[config.mk]
export PLATFORM = sky130hd
export DESIGN_NAME = dual_ptr_agu
export DESIGN_NICKNAME = d
export VERILOG_FILES = /design/src/rtl/agu_pkg.sv /design/src/rtl/agu_ptr_file.sv /design/src/rtl/agu_next_addr.sv /design/src/rtl/agu_ret_reg.sv /design/src/rtl/dual_ptr_agu.sv
export SDC_FILE = /design/constraint.sdc
export NUM_CORES = 1
export LEC_CHECK = 0
export BUFFER_PORTS_ARGS = -buffer_cell sky130_fd_sc_hd__buf_2
export CAP_MARGIN = 20
export CORE_ASPECT_RATIO = 2
export CORE_UTILIZATION = 30
export CTS_BUF_LIST = sky130_fd_sc_hd__clkbuf_4 sky130_fd_sc_hd__clkbuf_8 sky130_fd_sc_hd__clkbuf_16
export CTS_CLUSTER_DIAMETER = 80
export DETAILED_ROUTE_END_ITERATION = 7
export HOLD_SLACK_MARGIN = 0.06
export SLEW_MARGIN = 20
export SYNTH_ARGS = -nofsm -noshare
export SYNTH_HDL_FRONTEND = slang
export SYNTH_SLANG_ARGS = --single-unit
[constraint.sdc]
create_clock -name clk_i -period 3.88 [get_ports clk_i]
set_input_delay 0 -clock clk_i [delete_from_list [all_inputs] [get_ports clk_i]]
set_output_delay 0 -clock clk_i [all_outputs]
set_load 0.05 [all_outputs]
[src/rtl/agu_pkg.sv]
package agu_pkg;
  typedef enum logic [1:0] {
    CYC_FETCH = 2'b00,
    CYC_DMA   = 2'b01,
    CYC_LDST  = 2'b10,
    CYC_RSVD  = 2'b11
  } cyc_e;

  localparam int unsigned PC_IDX  = 0;
  localparam int unsigned DMA_IDX = 1;
endpackage

[src/rtl/agu_ptr_file.sv]
module agu_ptr_file #(
  parameter int unsigned AW    = 16,
  parameter int unsigned DEPTH = 16,
  localparam int unsigned IW   = $clog2(DEPTH)
) (
  input  logic          clk_i,
  input  logic          rst_ni,
  input  logic          we_i,
  input  logic [IW-1:0] idx_i,
  input  logic [AW-1:0] wdata_i,
  output logic [AW-1:0] rdata_o,
  output logic [AW-1:0] pc_o,
  output logic [AW-1:0] dma_o
);
  logic [AW-1:0] mem_q [DEPTH];

  always_ff @(posedge clk_i or negedge rst_ni) begin
    if (!rst_ni) begin
      for (int i = 0; i < DEPTH; i++) mem_q[i] <= '0;
    end else if (we_i) begin
      mem_q[idx_i] <= wdata_i;
    end
  end

  assign rdata_o = mem_q[idx_i];
  assign pc_o    = mem_q[agu_pkg::PC_IDX];
  assign dma_o   = mem_q[agu_pkg::DMA_IDX];
endmodule

[src/rtl/agu_next_addr.sv]
module agu_next_addr
  import agu_pkg::*;
#(
  parameter int unsigned AW = 16,
  parameter int unsigned DW = 8
) (
  input  cyc_e          cyc_i,
  input  logic          branch_i,
  input  logic          jump_i,
  input  logic          zero_i,
  input  logic [DW-1:0] disp_i,
  input  logic [AW-1:0] sum_i,
  input  logic [AW-1:0] ptr_i,
  output logic [AW-1:0] addr_o,
  output logic          upd_o
);
  logic [AW-1:0] boff;
  assign boff = {{(AW-DW-1){disp_i[DW-1]}}, disp_i, 1'b0};

  always_comb begin
    upd_o  = 1'b0;
    addr_o = ptr_i + AW'(2);
    unique case (cyc_i)
      CYC_FETCH: begin
        upd_o = 1'b1;
        if (zero_i)        addr_o = '0;
        else if (jump_i)   addr_o = sum_i;
        else if (branch_i) addr_o = ptr_i + boff;
        else               addr_o = ptr_i + AW'(2);
      end
      CYC_DMA: begin
        upd_o  = 1'b1;
        addr_o = zero_i ? '0 : ptr_i + AW'(2);
      end
      default: begin
        upd_o  = 1'b0;
        addr_o = sum_i;
      end
    endcase
  end
endmodule

[src/rtl/agu_ret_reg.sv]
module agu_ret_reg #(
  parameter int unsigned AW = 16
) (
  input  logic          clk_i,
  input  logic          rst_ni,
  input  logic          cap_i,
  input  logic [AW-1:0] addr_i,
  input  logic          ret_ce_i,
  output logic [AW-1:0] ret_o
);
  logic [AW-1:0] ifa_q, ret_q;

  always_ff @(posedge clk_i or negedge rst_ni) begin
    if (!rst_ni) begin
      ifa_q <= '0;
      ret_q <= '0;
    end else begin
      if (cap_i)    ifa_q <= addr_i;
      if (ret_ce_i) ret_q <= ifa_q;
    end
  end

  assign ret_o = ret_q;

  AST_RET_LAGS: assert property (@(posedge clk_i) disable iff (!rst_ni)
    ret_ce_i |=> ret_o == $past(ifa_q));
  AST_RET_HOLD: assert property (@(posedge clk_i) disable iff (!rst_ni)
    !ret_ce_i |=> $stable(ret_o));
endmodule

[src/rtl/dual_ptr_agu.sv]
module dual_ptr_agu
  import agu_pkg::*;
#(
  parameter int unsigned AW        = 16,
  parameter int unsigned DW        = 8,
  parameter int unsigned PTR_DEPTH = 16,
  localparam int unsigned IW       = $clog2(PTR_DEPTH)
) (
  input  logic          clk_i,
  input  logic          rst_ni,
  input  logic [1:0]    cyc_i,
  input  logic          branch_i,
  input  logic          jump_i,
  input  logic          zero_i,
  input  logic          ace_i,
  input  logic [DW-1:0] disp_i,
  input  logic [AW-1:0] sum_i,
  input  logic          ret_ce_i,
  output logic [AW-1:0] addr_o,
  output logic [AW-1:0] wb_o,
  output logic [AW-1:0] ret_o
);
  cyc_e          cyc;
  logic [IW-1:0] idx;
  logic [AW-1:0] ptr_rd, pc_w, dma_w, nxt;
  logic          upd;

  assign cyc = cyc_e'(cyc_i);
  assign idx = (cyc == CYC_DMA) ? IW'(DMA_IDX) : IW'(PC_IDX);

  agu_ptr_file #(.AW(AW), .DEPTH(PTR_DEPTH)) u_ptrs (
    .clk_i, .rst_ni,
    .we_i   (upd & ace_i),
    .idx_i  (idx),
    .wdata_i(nxt),
    .rdata_o(ptr_rd),
    .pc_o   (pc_w),
    .dma_o  (dma_w)
  );

  agu_next_addr #(.AW(AW), .DW(DW)) u_next (
    .cyc_i   (cyc),
    .branch_i, .jump_i, .zero_i, .disp_i, .sum_i,
    .ptr_i   (ptr_rd),
    .addr_o  (nxt),
    .upd_o   (upd)
  );

  agu_ret_reg #(.AW(AW)) u_ret (
    .clk_i, .rst_ni,
    .cap_i   (ace_i && cyc == CYC_FETCH),
    .addr_i  (nxt),
    .ret_ce_i,
    .ret_o
  );

  assign addr_o = nxt;
  assign wb_o   = upd ? nxt : pc_w;

  AST_SEQ_STEP: assert property (@(posedge clk_i) disable iff (!rst_ni)
    (ace_i && cyc == CYC_FETCH && !zero_i && !jump_i && !branch_i)
      |=> pc_w == $past(pc_w) + AW'(2));
  AST_LDST_HOLD: assert property (@(posedge clk_i) disable iff (!rst_ni)
    (cyc_i[1]) |=> $stable(pc_w) && $stable(dma_w));
  AST_DMA_STEP: assert property (@(posedge clk_i) disable iff (!rst_ni)
    (ace_i && cyc == CYC_DMA && !zero_i)
      |=> dma_w == $past(dma_w) + AW'(2) && $stable(pc_w));
  AST_ZERO_PC: assert property (@(posedge clk_i) disable iff (!rst_ni)
    (ace_i && zero_i && cyc == CYC_FETCH) |=> pc_w == '0);
  AST_NO_ACE: assert property (@(posedge clk_i) disable iff (!rst_ni)
    !ace_i |=> $stable(pc_w) && $stable(dma_w));
endmodule

* Word-level counts from Yosys, hierarchy flattened
Index checks and enable logic that the tools add are counted.
** Storage, ports and cells
- Register bits :: 288
- Input bits :: 33
- Output and inout port bits :: 48
- Logic and storage cells :: 43
** Operators by class
- Add/subtract/negate cells :: 2
- Order comparisons :: 2
- Equal/unequal tests :: 1
- Multiplexer cells :: 14
- Bitwise gates (word level) :: 2
- Reduce and logical (&&, ||, !) cells :: 4
** Operators by type and width (number)
- 256-bit bitwise mux :: 1
- 16-bit two-way mux :: 8
- 16-bit binary-select mux with 4-bit select :: 1
- 16-bit demux with 4-bit select :: 1
- 16-bit case mux with 2 select lines :: 1
- 16-bit adder :: 1
- 16-bit by 2-bit adder with 16-bit output, second input constant :: 1
- 5-bit greater-or-equal comparator, second input constant :: 1
- 5-bit by 1-bit less-than comparator with 1-bit output, second input constant :: 1
- 1-bit NOT with 5-bit output :: 1
- 2-bit by 1-bit equality test with 1-bit output, second input constant :: 1
- 1-bit logical AND :: 2
- 2-bit zero test :: 1
- 1-bit two-way mux :: 2
- 2-bit OR reduction :: 1
- 1-bit AND :: 1

* Depth between registers and ports, before layout
Gate-level depths: netlist of run 1.
- Word-level depth :: 12
- Gate-level depth with buffers :: 15
- Mapped depth without buffers :: 11

* Modules after synthesis
A second synthesis of run 1 with hierarchy kept.
** Second synthesis, totals
- Cell total of the unflattened synthesis :: 1071
- Area, all modules :: 14966.9 µm²
** Modules (own cells, without submodules)
- agu_ptr_file :: times used 1, cells each 745, area each 11852.6 µm², sequential area each 6406.1 µm²
- agu_next_addr :: times used 1, cells each 236, area each 1545.2 µm², sequential area each 0.0 µm²
- agu_ret_reg :: times used 1, cells each 68, area each 1298.7 µm², sequential area each 800.8 µm²
- dual_ptr_agu :: times used 1, cells each 22, area each 270.3 µm², sequential area each 0.0 µm²

* Least setup slack after synthesis of run 1
Ideal clock, no wire load.
- Path type :: input -> output
- Start point :: input port cyc_i[1]
- End point :: output port wb_o[15]
- Data arrival time :: 3321 ps
- Required time :: 3880 ps
- Path slack :: 559 ps
- Stages on the path :: 13
- Buffers on the path :: 2
- Path through :: buf_6 > nand2b_4 > buf_6 > mux2_2 > ha_1 > fa_1 > a32oi_1 > a211oi_1 > a211o_1 > o21bai_1 > xnor2_1 > o221ai_1 > a31oi_1
** Between the ends
- Longest elaborated chain between the ends :: 12
- Elaborated cells between the ends (all ways) :: 17
- Classes of those cells :: add/sub (2); eq/ne (1); mux (11); bitwise (1); reduce/logical (2)
** Ends and longest elaborated chain
- start, declared :: RTL line dual_ptr_agu.sv:11 : input logic [1:0] cyc_i,
- 2-bit by 1-bit equality test with 1-bit output :: RTL line agu_next_addr.sv:23, dual_ptr_agu.sv:29
- 1-bit two-way mux :: RTL line dual_ptr_agu.sv:29 : assign idx = (cyc == CYC_DMA) ? IW'(DMA_IDX) : IW'(PC_IDX);
- 1-bit NOT with 5-bit output (implied by the code) :: RTL line agu_ptr_file.sv:25 : assign rdata_o = mem_q[idx_i];
- 16-bit binary-select mux with 4-bit select :: RTL line agu_ptr_file.sv:25
- 16-bit two-way mux (implied by the code) (2 in series) :: RTL line agu_ptr_file.sv:25
- 16-bit by 2-bit adder with 16-bit output / 16-bit adder (equally long branches) :: RTL line agu_next_addr.sv:29, agu_next_addr.sv:33, agu_next_addr.sv:28
- 16-bit two-way mux :: RTL line agu_next_addr.sv:28 : else if (branch_i) addr_o = ptr_i + boff;
- 16-bit two-way mux :: RTL line agu_next_addr.sv:27 : else if (jump_i) addr_o = sum_i;
- 16-bit two-way mux :: RTL line agu_next_addr.sv:26 : if (zero_i) addr_o = '0;
- 16-bit case mux with 2 select lines :: RTL line agu_next_addr.sv:23 : unique case (cyc_i)
- 16-bit two-way mux * :: RTL line dual_ptr_agu.sv:58 : assign wb_o = upd ? nxt : pc_w;
- end, declared :: RTL line dual_ptr_agu.sv:20 : output logic [AW-1:0] wb_o,
Mark *: on every way between the ends. The rest lies on a longest branch, timed or not. The select of a mux whose other input is x is not followed.

* Worst setup path in the final report of run 1
- Start point :: register u_ptrs.mem_q, in the netlist u_ptrs.pc_o[1]
- End point :: output port wb_o[13]
** Between the ends
- Longest elaborated chain between the ends :: 9
- Elaborated cells between the ends (all ways) :: 11
- Classes of those cells :: add/sub (2); mux (9)
** Ends and longest elaborated chain
- start, declared :: RTL line agu_ptr_file.sv:15 : logic [AW-1:0] mem_q [DEPTH];
- start signal, assigned by index :: RTL line agu_ptr_file.sv:21 : mem_q[idx_i] <= wdata_i;
- 16-bit binary-select mux with 4-bit select * :: RTL line agu_ptr_file.sv:25
- 16-bit two-way mux (implied by the code) * (2 in series) :: RTL line agu_ptr_file.sv:25
- 16-bit by 2-bit adder with 16-bit output / 16-bit adder (equally long branches) :: RTL line agu_next_addr.sv:29, agu_next_addr.sv:33, agu_next_addr.sv:28
- 16-bit two-way mux :: RTL line agu_next_addr.sv:28
- 16-bit two-way mux :: RTL line agu_next_addr.sv:27
- 16-bit two-way mux :: RTL line agu_next_addr.sv:26
- 16-bit case mux with 2 select lines * :: RTL line agu_next_addr.sv:23
- 16-bit two-way mux * :: RTL line dual_ptr_agu.sv:58
Marks and branches as above.

==> results.toml, run 1 <==
[global_route]
grt.total_usage_pct = 19.0
grt_use_met1_pct = 19.4
grt_start_max_net_pins = 37
top_usage_layer = "met2"
grt_use_met3_pct = 1.99
met2_usage_pct = 35.3
grt.overflow.total = 0
first_global_vias = 4162
grt_pass1_wl_um = 21800
antenna_found_initial = 0

[drt]
antenna_left = 0
post-route-drc-count = 0
wire_per_inst_um = 17.6
vias_per_cell = 5.15
dr.pass1.iters = 4
drt_iter0_drc = 234
wirelength_um = 14000
vias = 4085

[setup_path]
r2r_cells = 10
rrSetupSlack_ns = 0.60
cp_cell_sequence = "mux2_2 -> ha_1 -> fa_1 -> a32oi_2 -> a211oi_1 -> o31ai_1 -> nor2_1 -> a2111oi_1 -> a211oi_1 -> nand2_1 -> buf_2"
worstSetupStartpointType = "flip-flop"
cpMostUsedCell = "a211oi_1"
cp_max_fo = 6
critPathMaxStageDelay_ns = 0.51
cp_slowest_cell = "a2111oi_1"
cp.arrival_ns = 3.72
path_class = "flip-flop to output port"
crit_family = "compound AO/OA/AOI/OAI gates"
crit_buf_inv = 1
required_ns = 3.88
timing.rr.end = "u_ret.ifa_q[14]$_DFFE_PN0P_"
reg2reg_from = "u_ptrs.pc_o[4]$_DFFE_PN0P_"
crit_path_end_kind = "output port"

[hold_path]
min_from = "sum_i[1]"
min_delay_path_depth = 3
hold-path-endpoint = "u_ret.ifa_q[1]$_DFFE_PN0P_"
hp-class = "input port to flip-flop"

[status]
status = "complete, no violations"

[sta]
setup_viol_count_final = 0
worst_pin_slew_ns = 1.02
period_share_pct = 95.8
rsz0062_at_grt = "false"
skew_ns = 0.00660
hold_viol = 0
period_minus_slack_ns = 3.72
slew_violations = 0
finalSetupTns_ns = 0
fin_ws_ns = 0.163
maxSlewHeadroom_pct = 31.7
fmax_mhz = 269

[power]
ir_drop_v = 0.000292
p_switching_uw = 1070
combPwrFrac_pct = 38.0
power_density_nw_per_um2 = 520
p_leak_uw = 0.00261
internal_power_uw = 1730
sequentialPowerShare_pct = 31.0
p_clk_share_pct = 31.0
p_sw_share_pct = 38.2

[final_layout]
seq_area_um2 = 1600
final_nets = 650
multi_input_area_um2 = 2660
fillers = 1544
area_growth_pct = 21.2
drive_gt1_share_pct = 23.8
final_util_pct = 37.4
diodes = 0

[yosys]
synth_edf_count = 0
synth.top_cell.area_share_pct = 35.9
netlist_area_um2 = 4460
yosysSeqAreaShare_pct = 35.9
synth_area_leader_cell = "dfrtp_1"
avgSynthCellArea_um2 = 8.61
syn_nets = 571
async_reset_ff_share_pct = 100
ys_ff_latch = 64
yosys_most_used_dff = "dfrtp_1"
synthTopCellsByArea = "dfrtp_1 (36%), nand2_1 (7.4%), mux2_2 (6.8%), ha_1 (5.3%), a21oi_1 (4.6%)"
synth_cell_types = 60
synthCells = 518
yosysWarnings = 0

[die]
ios = 81
dieArea_um2 = 15400
num_rows = 62
die_y_um = 174
core_area_um2 = 14400
initial_utilization_pct = 30.9
die-width_um = 88.2

[placed_design]
place_hpwl_um = 11400
numPortBuffers = 80
gp_congestion = 0.913
dp_slack_ns = 0.332

[clock_network]
h-tree-depth = 3
cts-buffers-inserted = 9
cts_buffer_depth = 2
clkSinkCount = 64
clk_pin_slew_ns = 0.05
cts-root-buf = "clkbuf_16"
cts_tree = "built"
clk_latency_ns = 0.32

[job]
drv_cap = 0
-- Yosys cell counts (all sizes together), types with 4 or more instances --
library cell and instances:
dfrtp 64, a32oi 4, o21a 11, nand3 9
mux2 27, ha 19, clkbuf 19, a22oi 4
a31oi 8, a21oi 41, mux2i 9, and3 9
o21ai 29, nor3 8, xor2 10, nand2b 6
inv 22, nand2 88, xnor2 16, nor2 46
buf 5, a21o 9, o211ai 12
-- layout by cell type (no fill, tap or decap), types with 4 or more instances in the layout --
cell	n
clkbuf_16	9
o21a_1	11
a21oi_1	41
mux2_2	27
buf_4	11
o21ai_0	26
and3_1	9
xor2_1	10
a22oi_1	4
nor2_1	46
xnor2_1	16
nand3_1	9
ha_1	19
buf_2	80
nor3_1	7
dfrtp_1	64
nand2_1	88
a31oi_1	8
inv_1	21
nand2b_1	5
a21o_1	9
mux2i_1	7
o211ai_1	12
-- per-stage QoR --
stage | cells | instance area, um^2 | hold slack, ns | power (uW)
after floorplan | 518 | 4460 | -0.296 | 1660
after global placement | 777 | 5060 | 0.0523 | 1930
after detailed placement | 777 | 5060 | 0.0679 | 1940
after CTS | 793 | 5390 | 0.0668 | 2820
after global routing | 793 | 5400 | 0.0795 | 2960
final | 793 | 5400 | 0.0774 | 2810
-- worst max path at each step --
stage / endpoint / startpoint / slack (ns) / cells past startpoint
3_3_place_gp: wb_o[13] / u_ptrs.pc_o[1]$_DFFE_PN0P_ / 0.37 / 11
5_1_grt: wb_o[13] / u_ptrs.pc_o[1]$_DFFE_PN0P_ / 0.002 / 11
6_report: wb_o[13] / u_ptrs.pc_o[1]$_DFFE_PN0P_ / 0.16 / 11
2_1_floorplan: wb_o[15] / cyc_i[1] / 0.56 / 13
4_1_cts: wb_o[13] / u_ptrs.pc_o[1]$_DFFE_PN0P_ / 0.06 / 11
3_5_place_dp: wb_o[13] / u_ptrs.pc_o[1]$_DFFE_PN0P_ / 0.33 / 11
-- worst reg2reg max path, delay by kind of cell (launching register included) --
family,cells,cell delay [ns]
fa+ha+maj,1,0.37
flops,1,0.40
buf+inv,1,0.19
mux,1,0.31
simple gates,1,0.06
xor+xnor,1,0.12
compound gates,5,1.70
-- final cells by class --
class	instances	share of cell area [%]
multi-input cells	408	49.2
flip-flops and latches	64	29.7
repair buffers	92	9.13
clock buffers	12	4.82
well taps	192	4.45
inverters	22	1.53
clock inverters	3	1.20
-- metal layers --
layer / vias up / share of wire [%]
met5: - / 0
met4: 0 / 5.1
met3: 35 / 3.3
met2: 108 / 56
met1: 1943 / 36
li1: 1999 / -
-- sequential cells by signal (all words and copies together) (netlist names) --
register / flops
u_ret.ret_o: 16
u_ptrs.pc_o: 16
u_ptrs.dma_o: 16
u_ret.ifa_q: 16
-- what timing repair did --
action,CTS,global route
setup endpoints to repair,1,1
resized for setup,1,1
hold endpoints to repair,28,0
buffers inserted,0,0
hold buffers,1,0
-- logic make-up (layout without fill, tap and decap cells) --
logic type	count (synthesis)	count (layout)	synth area share, %
buffers and inverters	46	129	4.63
muxes	36	36	9.40
adders and majority gates	20	20	5.78
xor gates and xnor gates	26	26	5.11
and+or+nand+nor	179	179	17.8
AOI/OAI and AO/OA	147	147	21.4
DFF	64	64	35.9
-- power groups by stage --
| stage | Sequential, uW | Combinational [uW] | Clock (uW) |
|---|---|---|---|
| after floorplan | 973 | 686 | 0 |
| after global placement | 875 | 1050 | 0 |
| after detailed placement | 880 | 1060 | 0 |
| after CTS | 870 | 1070 | 886 |
| after global routing | 886 | 1150 | 919 |
| final | 870 | 1070 | 869 |
Note: power is estimated with default switching activity, not from simulation.
==> run 2: changes to the inputs <==
--- a/config.mk
+++ b/config.mk
@@ -7,7 +7,7 @@
 export LEC_CHECK = 0
 export BUFFER_PORTS_ARGS = -buffer_cell sky130_fd_sc_hd__buf_2
 export CAP_MARGIN = 20
-export CORE_ASPECT_RATIO = 2
+export CORE_MARGIN = 2
 export CORE_UTILIZATION = 30
 export CTS_BUF_LIST = sky130_fd_sc_hd__clkbuf_4 sky130_fd_sc_hd__clkbuf_8 sky130_fd_sc_hd__clkbuf_16
 export CTS_CLUSTER_DIAMETER = 80
==> constraint.sdc (replaced) <==
create_clock -name clk_i -period 3.88 [get_ports clk_i]
set_input_delay 0 -clock clk_i [delete_from_list [all_inputs] [get_ports clk_i]]
set_output_delay 0 -clock clk_i [all_outputs]
set_load 0.1 [all_outputs]
==> run 2 against run 1 <==
Via count is 1.2% higher. Largest cell class unchanged. Utilization is 0.21 points higher. Critical endpoint is now wb_o[11]. Worst hold slack worse by 0.0024 ns. Non-clock buffer count is 1 lower. Count of clock-buffer cells in the layout stayed put. Total power is 7.5% higher. Cell count is 1.1% lower. Largest power group unchanged.
==> results.toml, run 2 (same netlist as run 1, synthesis figures left out) <==
[die]
initial_utilization_pct = 30.7
core_area_um2 = 14500
die_y_um = 126
dieArea_um2 = 15900
ios = 81
die-width_um = 126
num_rows = 44

[power]
sequentialPowerShare_pct = 28.8
p_switching_uw = 1380
p_clk_share_pct = 24.6
combPwrFrac_pct = 46.6
ir_drop_v = 0.000260
p_leak_uw = 0.00261
p_sw_share_pct = 45.6
power_density_nw_per_um2 = 551
internal_power_uw = 1640

[sta]
worst_pin_slew_ns = 0.765
slew_violations = 0
fin_ws_ns = 0.157
period_minus_slack_ns = 3.72
finalSetupTns_ns = 0
hold_viol = 0
maxSlewHeadroom_pct = 48.8
fmax_mhz = 269
skew_ns = 0.00662
setup_viol_count_final = 0
period_share_pct = 95.9
rsz0062_at_grt = "false"

[final_layout]
seq_area_um2 = 1600
drive_gt1_share_pct = 24.2
final_common_cell = "nand2_1"
diodes = 0
multi_input_area_um2 = 2670
final_nets = 649
fillers = 1545
layout_common_cells = "nand2_1 (88), buf_2 (72), dfrtp_1 (64)"
area_growth_pct = 22.7

[drt]
post-route-drc-count = 0
dr.pass1.iters = 6
vias_per_cell = 5.27
antenna_left = 0
vias = 4133
wirelength_um = 13500
wire_per_inst_um = 17.2
drt_iter0_drc = 316

[job]
drv_cap = 0

[setup_path]
path_class = "flip-flop to output port"
required_ns = 3.88
cp_slowest_cell = "mux2_2"
cp_cell_sequence = "mux2_2 -> ha_1 -> fa_1 -> a32oi_1 -> a211oi_1 -> a211o_1 -> xor2_1 -> nand3_1 -> o211ai_1 -> mux2_2 -> buf_12"
crit_family = "compound AO/OA/AOI/OAI gates"
cp_max_fo = 6
crit_path_end_kind = "output port"
critPathMaxStageDelay_ns = 0.43
worstSetupStartpointType = "flip-flop"
crit_buf_inv = 1
cpMostUsedCell = "mux2_2"
cp.arrival_ns = 3.72

[clock_network]
cts_setup_buffers = 0
clkSinkCount = 64
cts-root-buf = "clkbuf_16"
cts_tree = "built"
h-tree-depth = 3
cts_buffer_depth = 2
clk_latency_ns = 0.32
cts-buffers-inserted = 9
clk_pin_slew_ns = 0.05

[placed_design]
gp_congestion = 0.905
numPortBuffers = 80
dp_slack_ns = 0.411
place_hpwl_um = 10500

[global_route]
grt_pass1_wl_um = 21600
grt_start_max_net_pins = 53
grt.total_usage_pct = 17.1
first_global_vias = 3979
grt.overflow.total = 0
antenna_found_initial = 0

[status]
status = "complete, no violations"

[hold_path]
hp-class = "input port to flip-flop"
## run 2: cell count changes in the layout (fill, tap and decap cells not counted), sizes merged
cell      before  now
buf           91   90
clkinvlp       0    1
bufinv         2    0
clkinv         1    2
## run 2: power by group through the flow
stage / clock [uW] / combinational, uW / sequential, uW
6_report: 744 / 1410 / 868
5_1_grt: 796 / 1500 / 884
4_1_cts: 762 / 1410 / 869
3_5_place_dp: 0 / 1400 / 880
3_3_place_gp: 0 / 1390 / 875
2_1_floorplan: 0 / 854 / 1100
## run 2: final timing paths
| path | startpoint | end | slack (ns) | depth (start not counted) |
|---|---|---|---|---|
| setup / recovery | u_ptrs.pc_o[1]$_DFFE_PN0P_ | wb_o[11] | 0.16 | 11 |
| max in group asynchronous | rst_ni | u_ret.ifa_q[1]$_DFFE_PN0P_ | 2.79 | 3 |
| setup reg to reg | u_ptrs.pc_o[1]$_DFFE_PN0P_ | u_ret.ifa_q[11]$_DFFE_PN0P_ | 0.57 | 10 |
| hold reg to reg | u_ret.ifa_q[6]$_DFFE_PN0P_ | u_ret.ifa_q[6]$_DFFE_PN0P_ | 0.48 | 2 |
| hold / removal | sum_i[2] | u_ptrs.dma_o[2]$_DFFE_PN0P_ | 0.07 | 3 |
| min in group asynchronous | rst_ni | u_ret.ifa_q[14]$_DFFE_PN0P_ | 0.10 | 2 |
## run 2: per-layer routing
| layer | global-route usage [%] | vias up | share of wire, % |
|---|---|---|---|
| li1 | - | 1993 | - |
| met1 | 23.5 | 1978 | 45 |
| met2 | 27.7 | 150 | 47 |
| met3 | 4.16 | 12 | 6.7 |
| met4 | 3.43 | 0 | 1.1 |
| met5 | 0 | - | 0 |
## run 2: cell type report
class                           count  area share [%]
Multi-Input combinational cell    408            48.9
Tap cell                          184            4.21
Timing Repair Buffer               91            11.1
Clock buffer                       12            4.76
Inverter                           22            1.51
Sequential cell                    64            29.3
Clock inverter                      3           0.320
## run 2: repair_timing
action | 4_1_cts | 5_1_grt
hold buffers | 1 | 0
hold endpoints to repair | 12 | 0
endpoints found under the setup margin | 0 | 3
gates resized for setup | 0 | 4
## run 2: metrics by stage
stage | area [um^2] | util, % | instances | total power (uW) | hold slack, ns
floorplan | 4460 | - | 518 | 1950 | -0.296
global placement | 5170 | 35.5 | 768 | 2270 | -0.0983
detailed placement | 5170 | 35.5 | 768 | 2280 | -0.102
CTS | 5450 | 37.5 | 784 | 3040 | 0.0716
global route | 5470 | 37.6 | 784 | 3180 | 0.0899
finish | 5470 | 37.6 | 784 | 3020 | 0.0750
## run 2: tightest hold or removal path: stages
cell and delay (ns):
buf_2 0.09, a21oi_1 0.11, o21ai_0 0.17
==> run 3: changes to the inputs <==
--- a/config.mk
+++ b/config.mk
@@ -5,10 +5,11 @@
 export SDC_FILE = /design/constraint.sdc
 export NUM_CORES = 1
 export LEC_CHECK = 0
+export ABC_AREA = 1
 export BUFFER_PORTS_ARGS = -buffer_cell sky130_fd_sc_hd__buf_2
 export CAP_MARGIN = 20
 export CORE_MARGIN = 2
-export CORE_UTILIZATION = 30
+export CORE_UTILIZATION = 35
 export CTS_BUF_LIST = sky130_fd_sc_hd__clkbuf_4 sky130_fd_sc_hd__clkbuf_8 sky130_fd_sc_hd__clkbuf_16
 export CTS_CLUSTER_DIAMETER = 80
 export DETAILED_ROUTE_END_ITERATION = 7
==> run 3 against run 2 <==
Global-route usage increased by 2.5 points. Largest cell class unchanged. Via count is 13% higher. Total power is 0.76% lower. Synthesized area increased by 7.9%. Clock skew shrank 0.0024 ns. Design area increased by 3.8%.
==> results.toml, run 3 <==
[placed_design]
gp_congestion = 0.881
numPortBuffers = 80
dpl_cell_area_um2 = 5330
place_hpwl_um = 10700

[sta]
skew_ns = 0.00420
period_minus_slack_ns = 3.32
maxSlewHeadroom_pct = 46.8
finalSetupTns_ns = 0
slew_violations = 0
fmax_mhz = 301
period_share_pct = 85.7
hold_viol = 0
setup_viol_count_final = 0
worst_pin_slew_ns = 0.795
rsz0062_at_grt = "false"

[final_layout]
drive_gt1_share_pct = 20.7
diodes = 0
layout_common_cells = "nand2_1 (287), buf_2 (80), inv_1 (67)"
final_nets = 842
final_common_cell = "nand2_1"
final_cell_area_um2 = 5680
final_util_pct = 42.6
area_growth_pct = 18.1

[global_route]
antenna_found_initial = 0
first_global_vias = 4466
grt.total_usage_pct = 19.6
grt_pass1_wl_um = 22500
grt_start_max_net_pins = 41
grt.overflow.total = 0

[yosys]
synthCells = 714
synthTopCellsByArea = "dfrtp_1 (33%), nand2_1 (22%), nand3_1 (6.3%), inv_1 (5.2%), ha_1 (4.9%)"
yosysWarnings = 0
avgSynthCellArea_um2 = 6.74
netlist_area_um2 = 4810
async_reset_ff_share_pct = 100
yosys_most_used_dff = "dfrtp_1"
yosysMostFrequentCell = "nand2_1"
synth.top_cell.area_share_pct = 33.3
synth_area_leader_cell = "dfrtp_1"
synth_edf_count = 0
syn_nets = 767
ys_ff_latch = 64
synth_cell_types = 40
synth_top_cells_by_count = "nand2_1 (287), inv_1 (67), dfrtp_1 (64), nand3_1 (61), nor2_1 (56)"
yosysSeqAreaShare_pct = 33.3

[die]
die_y_um = 121
ios = 81
core_area_um2 = 13300
initial_utilization_pct = 36.0
die-width_um = 121
dieArea_um2 = 14700
num_rows = 42

[clock_network]
hold_buffers = 3
cts_resized = 0
cts_tree = "built"
clkSinkCount = 64
clk_latency_ns = 0.33
h-tree-depth = 3
clk_pin_slew_ns = 0.05
cts_buffer_depth = 2
cts-root-buf = "clkbuf_16"
cts_setup_buffers = 0
cts-buffers-inserted = 9

[power]
p_clk_share_pct = 28.3
ir_drop_v = 0.000265
power_density_nw_per_um2 = 527
p_leak_uw = 0.00326
combPwrFrac_pct = 43.2
power_uw = 2990
sequentialPowerShare_pct = 28.5
p_switching_uw = 1350
p_sw_share_pct = 45.0
internal_power_uw = 1650

[drt]
vias = 4673
drt_iter0_drc = 344
vias_per_cell = 4.82
wirelength_um = 13700
antenna_left = 0
post-route-drc-count = 0
wire_per_inst_um = 14.1
dr.pass1.iters = 5

[job]
drv_cap = 0

[setup_path]
crit_path_end_kind = "output port"
cp_max_fo = 4
worstSetupStartpointType = "flip-flop"
r2r_cells = 18
path_class = "flip-flop to output port"
cp.arrival_ns = 3.32
required_ns = 3.88

[status]
status = "complete, no violations"

[hold_path]
hp-class = "input port to flip-flop"
min_delay_path_depth = 7
==> run 3: metrics by stage <==
stage	setup WS, ns	std cells	hold slack (ns)
CTS	0.575	970	0.0862
finish	0.556	970	0.0981
floorplan	0.534	714	-0.296
global route	0.296	970	0.129
global placement	0.846	951	0.0165
detailed placement	0.777	951	0.0223
==> run 3: power groups by stage <==
stage | combinational [uW] | clock, uW | sequential (uW)
after floorplan | 819 | 0 | 1080
after global placement | 1280 | 0 | 865
after detailed placement | 1290 | 0 | 865
after CTS | 1300 | 867 | 854
after global routing | 1400 | 893 | 867
final | 1290 | 849 | 853
==> run 3: layout make-up <==
type | instances | area, um^2
well taps | 176 | 220
flip-flops and latches | 64 | 1600
inverters | 76 | 290
fillers | 1462 | 7670
clock buffers | 14 | 288
multi-input cells | 551 | 2790
clock inverters | 2 | 35.0
repair buffers | 87 | 460
==> run 3: cells by family after synthesis <==
| logic type | synth area share (%) |
|---|---|
| buffers and inverters | 8.82 |
| XOR/XNOR | 0.910 |
| flip-flops | 33.3 |
| AND/OR/NAND/NOR | 40.6 |
| multiplexers | 3.51 |
| adder cells (fa/ha/maj) | 5.36 |
| AO/OA/AOI/OAI | 7.52 |
==> run 3: layer usage <==
layer	global-route usage [%]	wire, um
met5	0	0
met4	3.59	78
met3	3.99	791
met2	30.5	5880
met1	28.4	6960
==> run 3: final timing paths <==
kind / from / end / slack [ns]
max: u_ptrs.dma_o[1]$_DFFE_PN0P_ / addr_o[15] / 0.56
min: sum_i[9] / u_ptrs.dma_o[9]$_DFFE_PN0P_ / 0.1
max reg2reg: u_ptrs.dma_o[1]$_DFFE_PN0P_ / u_ptrs.pc_o[15]$_DFFE_PN0P_ / 1.03
min reg2reg: u_ret.ifa_q[7]$_DFFE_PN0P_ / u_ret.ifa_q[7]$_DFFE_PN0P_ / 0.48
max in group asynchronous: rst_ni / u_ptrs.pc_o[14]$_DFFE_PN0P_ / 2.78
min in group asynchronous: rst_ni / u_ptrs.dma_o[1]$_DFFE_PN0P_ / 0.20
==> run 3: worst max-delay path, stage by stage, from the launching register on <==
cell and delay, ns:
dfrtp_1 0.40, o21ai_2 0.28, inv_1 0.12, ha_1 0.23, fa_1 0.41, nand2_1 0.08, inv_1 0.04, nand2_1 0.05
nand2_1 0.16, nand2_1 0.10, nand2_1 0.09, nand2_1 0.09, nand2_1 0.05, nand2_1 0.06, nand3_1 0.06, nand3_1 0.13
nand2_1 0.10, nand2_2 0.10, buf_2 0.43
